`src/rtl/pfc_gate_timer.sv`:
```
module pfc_gate_timer #(
  parameter int W         = 12,
  parameter int LEB_TICKS = 8,
  parameter int ZCB_TICKS = 12
) (
  input  logic         clk,
  input  logic         rst_n,
  input  logic         en,
  input  logic         zcd_raw,
  input  logic         cs_raw,
  input  logic [W-1:0] ton_req,
  input  logic [W-1:0] toff_max,
  output logic         gate,
  output logic         ocp_flag,
  output logic         restart_flag
);

  typedef enum logic [1:0] {ST_IDLE, ST_ON, ST_OFF} st_t;

  localparam logic [W-1:0] CNT_MAX = '1;
  localparam logic [W-1:0] LEB_C   = W'(LEB_TICKS);
  localparam logic [W-1:0] ZCB_C   = W'(ZCB_TICKS);
  localparam logic [W-1:0] ONE     = W'(1);

  st_t          st;
  logic [1:0]   zcd_sy, cs_sy;
  logic [W-1:0] cnt, ton_q;

  logic zcd_s, cs_s;
  assign zcd_s = zcd_sy[1];
  assign cs_s  = cs_sy[1];

  wire [W-1:0] cnt_inc = (cnt == CNT_MAX) ? cnt : cnt + ONE;

  // current limit only after leading-edge blanking
  wire cs_ok    = (st == ST_ON) && cs_s && (cnt > LEB_C);
  wire ton_done = (st == ST_ON) && (cnt >= ton_q);
  // demagnetisation input only after turn-off blanking
  wire zc_open  = (st == ST_OFF) && (cnt > ZCB_C);
  wire valley   = zc_open && zcd_s;
  wire timeout  = zc_open && !zcd_s && (cnt >= toff_max);
  wire fire     = valley || timeout;
  wire launch   = fire && (ton_req != '0);

  assign gate = (st == ST_ON) && en;

  always_ff @(posedge clk) begin
    if (!rst_n) begin
      zcd_sy <= '0;
      cs_sy  <= '0;
    end else begin
      zcd_sy <= {zcd_sy[0], zcd_raw};
      cs_sy  <= {cs_sy[0], cs_raw};
    end
  end

  always_ff @(posedge clk) begin
    if (!rst_n) begin
      st           <= ST_IDLE;
      cnt          <= '0;
      ton_q        <= '0;
      ocp_flag     <= 1'b0;
      restart_flag <= 1'b0;
    end else begin
      ocp_flag     <= 1'b0;
      restart_flag <= 1'b0;
      if (!en) begin
        st  <= ST_IDLE;
        cnt <= '0;
      end else begin
        case (st)
          ST_IDLE: begin
            st  <= ST_OFF;
            cnt <= ONE;
          end
          ST_ON: begin
            if (cs_ok || ton_done) begin
              st       <= ST_OFF;
              cnt      <= ONE;
              ocp_flag <= cs_ok;
            end else begin
              cnt <= cnt_inc;
            end
          end
          ST_OFF: begin
            if (fire) begin
              cnt <= ONE;
              if (launch) begin
                st           <= ST_ON;
                ton_q        <= ton_req;
                restart_flag <= timeout;
              end
            end else begin
              cnt <= cnt_inc;
            end
          end
          default: begin
            st  <= ST_IDLE;
            cnt <= '0;
          end
        endcase
      end
    end
  end

endmodule

```
`config.mk`:
```
export PLATFORM = sky130hd
export DESIGN_NAME = pfc_gate_timer
export DESIGN_NICKNAME = d
export VERILOG_FILES = /design/src/rtl/pfc_gate_timer.sv
export SDC_FILE = /design/constraint.sdc
export NUM_CORES = 1
export LEC_CHECK = 0
export CORE_MARGIN = 5
export CORE_UTILIZATION = 44
export CTS_CLUSTER_DIAMETER = 100
export DETAILED_ROUTE_END_ITERATION = 7
export PLACE_DENSITY = 0.67
export SETUP_SLACK_MARGIN = 0.4
export SYNTH_ARGS = -nofsm -noshare
export SYNTH_HDL_FRONTEND = slang
export SYNTH_SLANG_ARGS = --single-unit
```
`constraint.sdc`:
```
create_clock -name clk -period 2.2 [get_ports clk]
set_clock_uncertainty 0.1 [all_clocks]
set_input_delay 0.33 -clock clk [delete_from_list [all_inputs] [get_ports clk]]
set_output_delay 0.33 -clock clk [all_outputs]
set_load 0.05 [all_outputs]
```
==> results of run 1 <==
[cells by family after synthesis]
| family | Yosys count |
|---|---|
| adders and majority gates | 26 |
| AOI/OAI and AO/OA | 49 |
| DFF | 32 |
| xor gates and xnor gates | 8 |
| and+or+nand+nor | 96 |
| buffers and inverters | 37 |
| muxes | 2 |
[layer usage]
layer  part of all wire  routed length (um)
met1               0.44                2260
met2               0.50                2580
met3              0.042                 217
met4              0.017                  89
met5                  0                   0
[power groups by stage]
stage                     Combinational, uW  Sequential, uW  Clock [uW]
after floorplan                        57.3             600           0
after global placement                  129             601           0
after detailed placement                131             601           0
after CTS                               140             582         532
after global routing                    156             584         561
final                                   143             583         519
[synthesized netlist by cell type (2+ instances only)]
master	number	area, um^2
nor2_1	18	67.6
a21oi_1	17	85.1
nor4_1	4	25.0
dfxtp_1	32	641
nor2b_1	2	12.5
o211ai_1	2	15.0
o21ai_0	19	95.1
and3_1	2	12.5
nor4_2	2	25.0
buf_6	3	33.8
buf_2	3	15.0
xnor2_1	3	26.3
nand2_1	31	116
ha_1	26	325
nand4_1	8	50.1
nand3_1	17	85.1
a211oi_1	2	15.0
and2_1	4	25.0
xor2_1	5	43.8
inv_1	29	109
[flip-flops by register name, summed over array words and instances (netlist names)]
| signal | cells |
|---|---|
| zcd_sy | 2 |
| st | 2 |
| cs_sy | 2 |
| ton_q | 12 |
| ocp_flag | 1 |
| cnt | 12 |
| restart_flag | 1 |
[cells in the final DEF, fill, tap and decap left out, drive strengths merged, types with 2 or more instances in the layout]
| cell | netlist | final |
|---|---|---|
| clkdlybuf4s50 | 0 | 19 |
| nor2 | 18 | 18 |
| o21ai | 19 | 19 |
| dlygate4sd2 | 0 | 9 |
| nand4 | 8 | 8 |
| a21oi | 17 | 17 |
| nand3 | 17 | 17 |
| o211ai | 2 | 2 |
| a211oi | 3 | 3 |
| buf | 7 | 25 |
| dlymetal6s2s | 0 | 2 |
| nor2b | 2 | 2 |
| and3 | 2 | 2 |
| clkbuf | 1 | 7 |
| ha | 26 | 26 |
| inv | 29 | 29 |
| and2 | 4 | 4 |
| xnor2 | 3 | 3 |
| nand2 | 31 | 31 |
| xor2 | 5 | 5 |
| dfxtp | 32 | 32 |
| nor4 | 7 | 7 |
[metrics by stage]
stage / setup WS, ns / TNS, ns
4_1_cts: 0.102 / 0
3_5_place_dp: -0.281 / -5.80
2_1_floorplan: 0.348 / 0
5_1_grt: -0.0725 / -0.447
3_3_place_gp: -0.226 / -5.00
6_report: 0.0744 / 0
[cell type report]
cell class | instances | area (um^2) | share of cell area
inverter | 29 | 109 | 0.0358
sequential | 32 | 668 | 0.220
clock inverter | 2 | 12.5 | 0.00411
timing repair buffer | 56 | 592 | 0.194
clock buffer | 6 | 93.8 | 0.0308
multi-input combinational | 181 | 1500 | 0.494
tap | 52 | 65.1 | 0.0214
[repair_timing]
item / 4_1_cts / 5_1_grt
hold endpoints to repair: 0 / 0
cloned: 2 / 1
resized for setup: 38 / 12
pin swaps: 15 / 5
endpoints found under the setup margin: 29 / 27
setup buffers: 11 / 1
[final timing paths]
path                           end  slack, ns
min reg2reg    cs_sy[1]$_SDFF_PN0_       0.34
min            cs_sy[1]$_SDFF_PN0_       0.34
max reg2reg  ton_q[6]$_SDFFE_PN0P_       0.09
max             cnt[10]$_SDFF_PN0_       0.07
==> key figures, run 1 <==
Setup path
  – Max FO, Critical Path: 10
  – Cell count of the worst reg-to-reg path: 9
  – Data required time at the worst endpoint: between 2 and 2.5 ns
  – Origin of the critical flop-to-flop path: cnt[11]$_SDFF_PN0_
  – Worst path slowest cell: clkdlybuf4s50_1
  – Element type at the critical path end: register
  – Chain of cells forming the critical path: clkdlybuf4s50_1 > inv_1 > ha_1 > o21ai_0 > o21ai_1 > buf_4 > nand2_1 > a32oi_2 > a21bo_1 > buf_12 > nor3_4
  – Crit path buffers/inverters: 4
  – Origin of the worst setup path: toff_max[1]
  – Kind of critical path: in2reg
  – Cell family with most CP delay: buffers and inverters
  – Count of cell instances traversed by the critical path: 11
  – Startpoint class of the critical path: input port
  – Crit path arrival time: 2.23 ns
  – Crit path largest cell delay: 0.45 ns

Die
  – Number of top-level pins: 32
  – Floorplan die width: 77.9 um
  – Core footprint: 4410 um^2
  – Row count: 24
  – Full die area: 6070 um^2
  – Starting density of the core: 0.460
  – Vertical die dimension: ~78 um

STA
  – Max Fclk: around 0.47 GHz
  – Slew of the pin with the lowest slew margin: 0.491 ns
  – Final Hold Fails: 0
  – Final setup violation count: 0
  – RSZ-0062 raised after global routing: true
  – Relative slew margins: 0.674
  – Number of max-slew violations in the final report: 0
  – Crit path time final: 2.13 ns
  – Final period util: 0.966
  – Worst hold margin: 0.337 ns

Global route
  – Antenna violations before repair: 0
  – First-pass GRT wire length: approximately 8600 um
  – Overflow left after global routing: 0
  – Routing usage on met2: 0.302
  – Maximum number of pins on one net before global-route repair: 30
  – Overall Global Routing Usage: 0.177
  – Met3 track demand over resource in global routing: 0.0440
  – Busiest layer in global routing: met2
  – Met1 usage: 0.216
  – Number of global-route vias before repair: roughly 1900

Hold path
  – HP Start: cs_sy[0]$_SDFF_PN0_
  – Number of cells traversed by the worst hold path: 1
  – Type of the worst min-delay path: reg2reg

CTS
  – Post-CTS Hold Buffers: 0
  – Worst skew pair latency: about 0.28 ns
  – Htree depth: 2
  – Number of buffers inserted during clock tree synthesis: 5
  – Cell at the root of the clock tree: clkbuf_8
  – Clock transition at the registers of the reported paths: 0.07 ns
  – # clock sinks: 32
  – Maximum root-to-sink buffer count: 2
  – CTS tree: built

Run status
  – Outcome: complete, no violations

Cells and area
  – Final standard cell utilization of the core: 0.689
  – Antenna fix cells: 0
  – Layout Cells excl Fill: 358
  – Number of nets in the finished design: 360
  – Count of fill cells added during filler insertion: roughly 370
  – Layout cells sized above 1: 0.333
  – Post-layout instance area: just over 3000 um^2
  – Area Overhead vs Synth: 49.8%

Synthesis
  – Post-synthesis share of cell area spent on xor and xnor gates: 0.0345
  – Post-synth ARST share: 0
  – Share of synthesized area spent on multiplexers: 0.0105
  – Synth Area in Adders: 0.160
  – Number of instances in the synthesized netlist: 250
  – Sequential cell area fraction in the yosys report: 0.315
  – Simple-gate share of the synthesized area: 0.248
  – Post-synth net total: ~300
  – Combinational family with the most area after synthesis: simple AND/OR/NAND/NOR gates
  – Complex-gate fraction of the synthesized area: 0.148
  – Mapped Avg Cell Area: 8.12 um^2
  – Count of flip-flops with a built-in enable after synthesis: 0
  – Unique cell type count in the Yosys netlist: 41
  – Yosys reg bits: 32
  – Most used DFF post-synth: dfxtp_1
  – Total of warnings raised by yosys: 0
  – Total standard cell area after synthesis: approximately 2000 um^2

Routing
  – Detail-routed net length per standard cell: roughly 14 um
  – Number of vias after detailed routing: 1902
  – Detailed router's first-iteration violation count: 95
  – Overall routed net length: approximately 5000 um
  – DRC violation count after routing: 0
  – Detail Route Antenna Nets: 0
  – Via density per instance: 5.31
  – Initial DRT Pass Iterations: 4

Pwr
  – Switching part of the total power: 0.240
  – Static leakage: 0.00119 uW
  – Relative contribution of combinational cells to total power: 0.115
  – Pwr Total: between 1000 and 1500 uW
  – Internal power of the cells: 946 uW
  – Power density over the cells: 409 nW/um^2
  – Switching power summed over all nets: about 300 uW
  – Portion of total power attributed to sequential cells: 0.468
  – Clock power share: 0.417
  – Peak VDD IR: between 0.0003 and 0.0004 V

Place
  – Half-perimeter wire length after detailed placement: about 3500 um
  – Final GP Congestion: 0.858
  – Count of buffers from port buffering: 31
  – Instance area at placement: 2630 um^2
  – Placed cells: between 300 and 400

Run
  – Maxcap violations: 0
Note: power is estimated with default switching activity, not from simulation.
==> inputs of run 2 (changes only) <==
--- a/config.mk
+++ b/config.mk
@@ -9,7 +9,7 @@
 export CORE_UTILIZATION = 44
 export CTS_CLUSTER_DIAMETER = 100
 export DETAILED_ROUTE_END_ITERATION = 7
-export PLACE_DENSITY = 0.67
+export PLACE_DENSITY = 0.64
 export SETUP_SLACK_MARGIN = 0.4
 export SYNTH_ARGS = -nofsm -noshare
 export SYNTH_HDL_FRONTEND = slang
==> constraint.sdc (replaced) <==
create_clock -name clk -period 2.1 [get_ports clk]
set_clock_uncertainty 0.1 [all_clocks]
set_input_delay 0.315 -clock clk [delete_from_list [all_inputs] [get_ports clk]]
set_output_delay 0.315 -clock clk [all_outputs]
set_load 0.05 [all_outputs]
==> run 2 against run 1 <==
Effect of this change: the run now ends with negative setup slack left; clock-buffer cell count rose by 2; final cell count rose by 3.9%; cell area rose by 10%; critical path depth fell by 1; die area did not move; register-to-register slack got worse by 0.21 ns; via count rose by 2.3%; clock power fell by 4.4%; global-route usage fell by 0.27 points; utilization rose by 6.9 points; critical path type is now reg2reg.
==> key figures, run 2 (synthesis results as in run 1) <==
Routing
  – Number of vias after detailed routing: 1946 (+2.3%)
  – Via density per instance: 5.23 (-1.5%)
  – Detail Route Antenna Nets: 0 (unchanged)
  – Detail-routed net length per standard cell: 14.8 um (+2.7%)
  – Detailed router's first-iteration violation count: 70 (-26%)
  – DRC violation count after routing: 0 (unchanged)
  – Overall routed net length: 5500 um (+6.7%)
  – Initial DRT Pass Iterations: 5 (+1)

Pwr
  – Switching part of the total power: 0.244 (+0.00376)
  – Switching power summed over all nets: 311 uW (+4.0%)
  – Clock power share: 0.389 (-0.028)
  – Internal power of the cells: 964 uW (+1.9%)
  – Portion of total power attributed to sequential cells: 0.476 (+0.008)
  – Static leakage: 0.00128 uW (+7.5%)
  – Power density over the cells: 381 nW/um^2 (-6.9%)
  – Peak VDD IR: 0.000284 V (-6.4%)
  – Relative contribution of combinational cells to total power: 0.136 (+0.021)

STA
  – Setup ws final: -0.120 ns (-0.195 ns)
  – Crit path time final: 2.22 ns
  – Final setup violation count: 13 (+13)
  – Final Hold Fails: 0 (unchanged)
  – RSZ-0062 raised after global routing: true
  – Max Fclk: 0.450 GHz
  – Relative slew margins: 0.672 (-0.00233)
  – Final period util: 1.06
  – Setup TNS: -1.03 ns (-1.03 ns)
  – Number of max-slew violations in the final report: 0 (unchanged)
  – Slew of the pin with the lowest slew margin: 0.495 ns (+0.00351 ns)

Global route
  – Overall Global Routing Usage: 0.174 (-0.00265)
  – Antenna violations before repair: 0 (unchanged)
  – First-pass GRT wire length: 8590 um (-0.64%)
  – Overflow left after global routing: 0 (unchanged)
  – Number of global-route vias before repair: 1879 (+0.54%)
  – Maximum number of pins on one net before global-route repair: 30 (unchanged)

CTS
  – # clock sinks: 32 (unchanged)
  – Number of buffers inserted during clock tree synthesis: 5 (unchanged)
  – Post-CTS Hold Buffers: 0 (unchanged)
  – Worst skew pair latency: 0.29 ns (about the same)
  – CTS tree: built
  – Cell at the root of the clock tree: clkbuf_8
  – Htree depth: 2 (unchanged)
  – Maximum root-to-sink buffer count: 2 (unchanged)
  – Clock transition at the registers of the reported paths: 0.07 ns (about the same)

Place
  – Count of buffers from port buffering: 31 (unchanged)
  – Half-perimeter wire length after detailed placement: 3610 um (+3.0%)
  – Final GP Congestion: 0.767 (-11%)

Die
  – Core footprint: 4410 um^2 (unchanged)
  – Full die area: 6070 um^2 (unchanged)
  – Vertical die dimension: 77.9 um (unchanged)
  – Starting density of the core: 0.460 (unchanged)
  – Number of top-level pins: 32 (unchanged)
  – Row count: 24 (unchanged)
  – Floorplan die width: 77.9 um (unchanged)

Hold path
  – Type of the worst min-delay path: reg2reg
  – HP Start: cs_sy[0]$_SDFF_PN0_
  – Worst Hold End: cs_sy[1]$_SDFF_PN0_
  – Number of cells traversed by the worst hold path: 1 (unchanged)

Setup path
  – Chain of cells forming the critical path: ha_4 > nand4_1 > nor4_4 > buf_4 > a21oi_4 > a211oi_4 > buf_6 > clkbuf_16 > nand3_2 > o21ai_1
  – Kind of critical path: reg2reg
  – Crit path arrival time: 2.34 ns (+0.11 ns)
  – Data required time at the worst endpoint: 2.22 ns (-0.09 ns)
  – Crit path largest cell delay: 0.38 ns (-0.07 ns)
  – Element type at the critical path end: register
  – Worst path slowest cell: dfxtp_4
  – Cell count of the worst reg-to-reg path: 10 (+1)
  – Startpoint class of the critical path: register
  – Origin of the critical flop-to-flop path: cnt[9]$_SDFF_PN0_
  – Max FO, Critical Path: 12 (+2)
  – Terminus of the critical flop-to-flop path: ton_q[7]$_SDFFE_PN0P_
  – Reg2reg setup slack: -0.12 ns (-0.21 ns)

Cells and area
  – Number of nets in the finished design: 374 (+3.9%)
  – Antenna fix cells: 0 (unchanged)
  – Layout cells sized above 1: 0.444 (+0.110)
  – Commonest cells after routing, fill and taps aside: 26 x nand2_1, 26 x buf_4, 18 x inv_1
  – Largest registers: cnt (12), ton_q (12)
  – Area Overhead vs Synth: 64.9%
  – Final standard cell utilization of the core: 0.759 (+0.0694)

Run
  – Maxcap violations: 0 (unchanged)

Run status
  – Outcome: finished with violations
  – Violations in the final reports: negative setup slack
==> run 2: power by group through the flow <==
| stage | Clock (uW) | Sequential, uW | Combinational (uW) |
|---|---|---|---|
| 2_1_floorplan | 0 | 625 | 59.1 |
| 3_3_place_gp | 0 | 625 | 136 |
| 3_5_place_dp | 0 | 625 | 138 |
| 4_1_cts | 505 | 611 | 161 |
| 5_1_grt | 528 | 607 | 188 |
| 6_report | 496 | 607 | 173 |
==> run 2: critical path, delay by kind of cell (launching register included) <==
family,cells,cell delay [ns]
adders and majority gates,1,0.26
and+or+nand+nor,3,0.51
DFF,1,0.38
AOI/OAI and AO/OA,3,0.37
buffers and inverters,3,0.51
==> run 2: how the worst max path moves through the flow <==
stage,slack (ns),end,cells after the start,from
global route,-0.20,ton_q[7]$_SDFFE_PN0P_,10,cnt[8]$_SDFF_PN0_
detailed placement,-0.37,cnt[6]$_SDFF_PN0_,10,toff_max[9]
CTS,0.03,cnt[10]$_SDFF_PN0_,9,cnt[1]$_SDFF_PN0_
finish,-0.12,ton_q[7]$_SDFFE_PN0P_,10,cnt[9]$_SDFF_PN0_
global placement,-0.33,cnt[6]$_SDFF_PN0_,10,toff_max[9]
floorplan,0.25,ton_q[6]$_SDFFE_PN0P_,8,cnt[9]$_SDFF_PN0_
==> run 2: area by class of cell <==
class | count | area (um^2)
multi-input cells | 181 | 1690
fillers | 322 | 1060
repair buffers | 70 | 706
flip-flops and latches | 32 | 684
inverters | 29 | 111
clock buffers | 8 | 90.1
well taps | 52 | 65.1
==> run 2: metrics by stage <==
| step | cells | power (uW) | hold WS (ns) | cell area, um^2 | setup WS (ns) |
|---|---|---|---|---|---|
| 6_report | 372 | 1280 | 0.326 | 3350 | -0.120 |
| 5_1_grt | 372 | 1320 | 0.355 | 3350 | -0.199 |
| 4_1_cts | 360 | 1280 | 0.329 | 3040 | 0.0256 |
| 3_5_place_dp | 343 | 763 | 0.317 | 2710 | -0.366 |
| 3_3_place_gp | 343 | 762 | 0.323 | 2710 | -0.330 |
| 2_1_floorplan | 250 | 684 | 0.312 | 2220 | 0.247 |
==> run 2: timing repair <==
action	4_1_cts	5_1_grt
cloned	1	2
resized for setup	57	44
endpoints found under the setup margin	30	28
buffers inserted	8	10
pin swaps	14	21
==> run 2: metal layers <==
metal  routed length, um  up-vias  global-route usage
met5                   0        -                   0
met4                  70        0              0.0557
met3                 211        9              0.0417
met2                2720       35               0.290
met1                2490      898               0.222
li1                    -     1004                   -
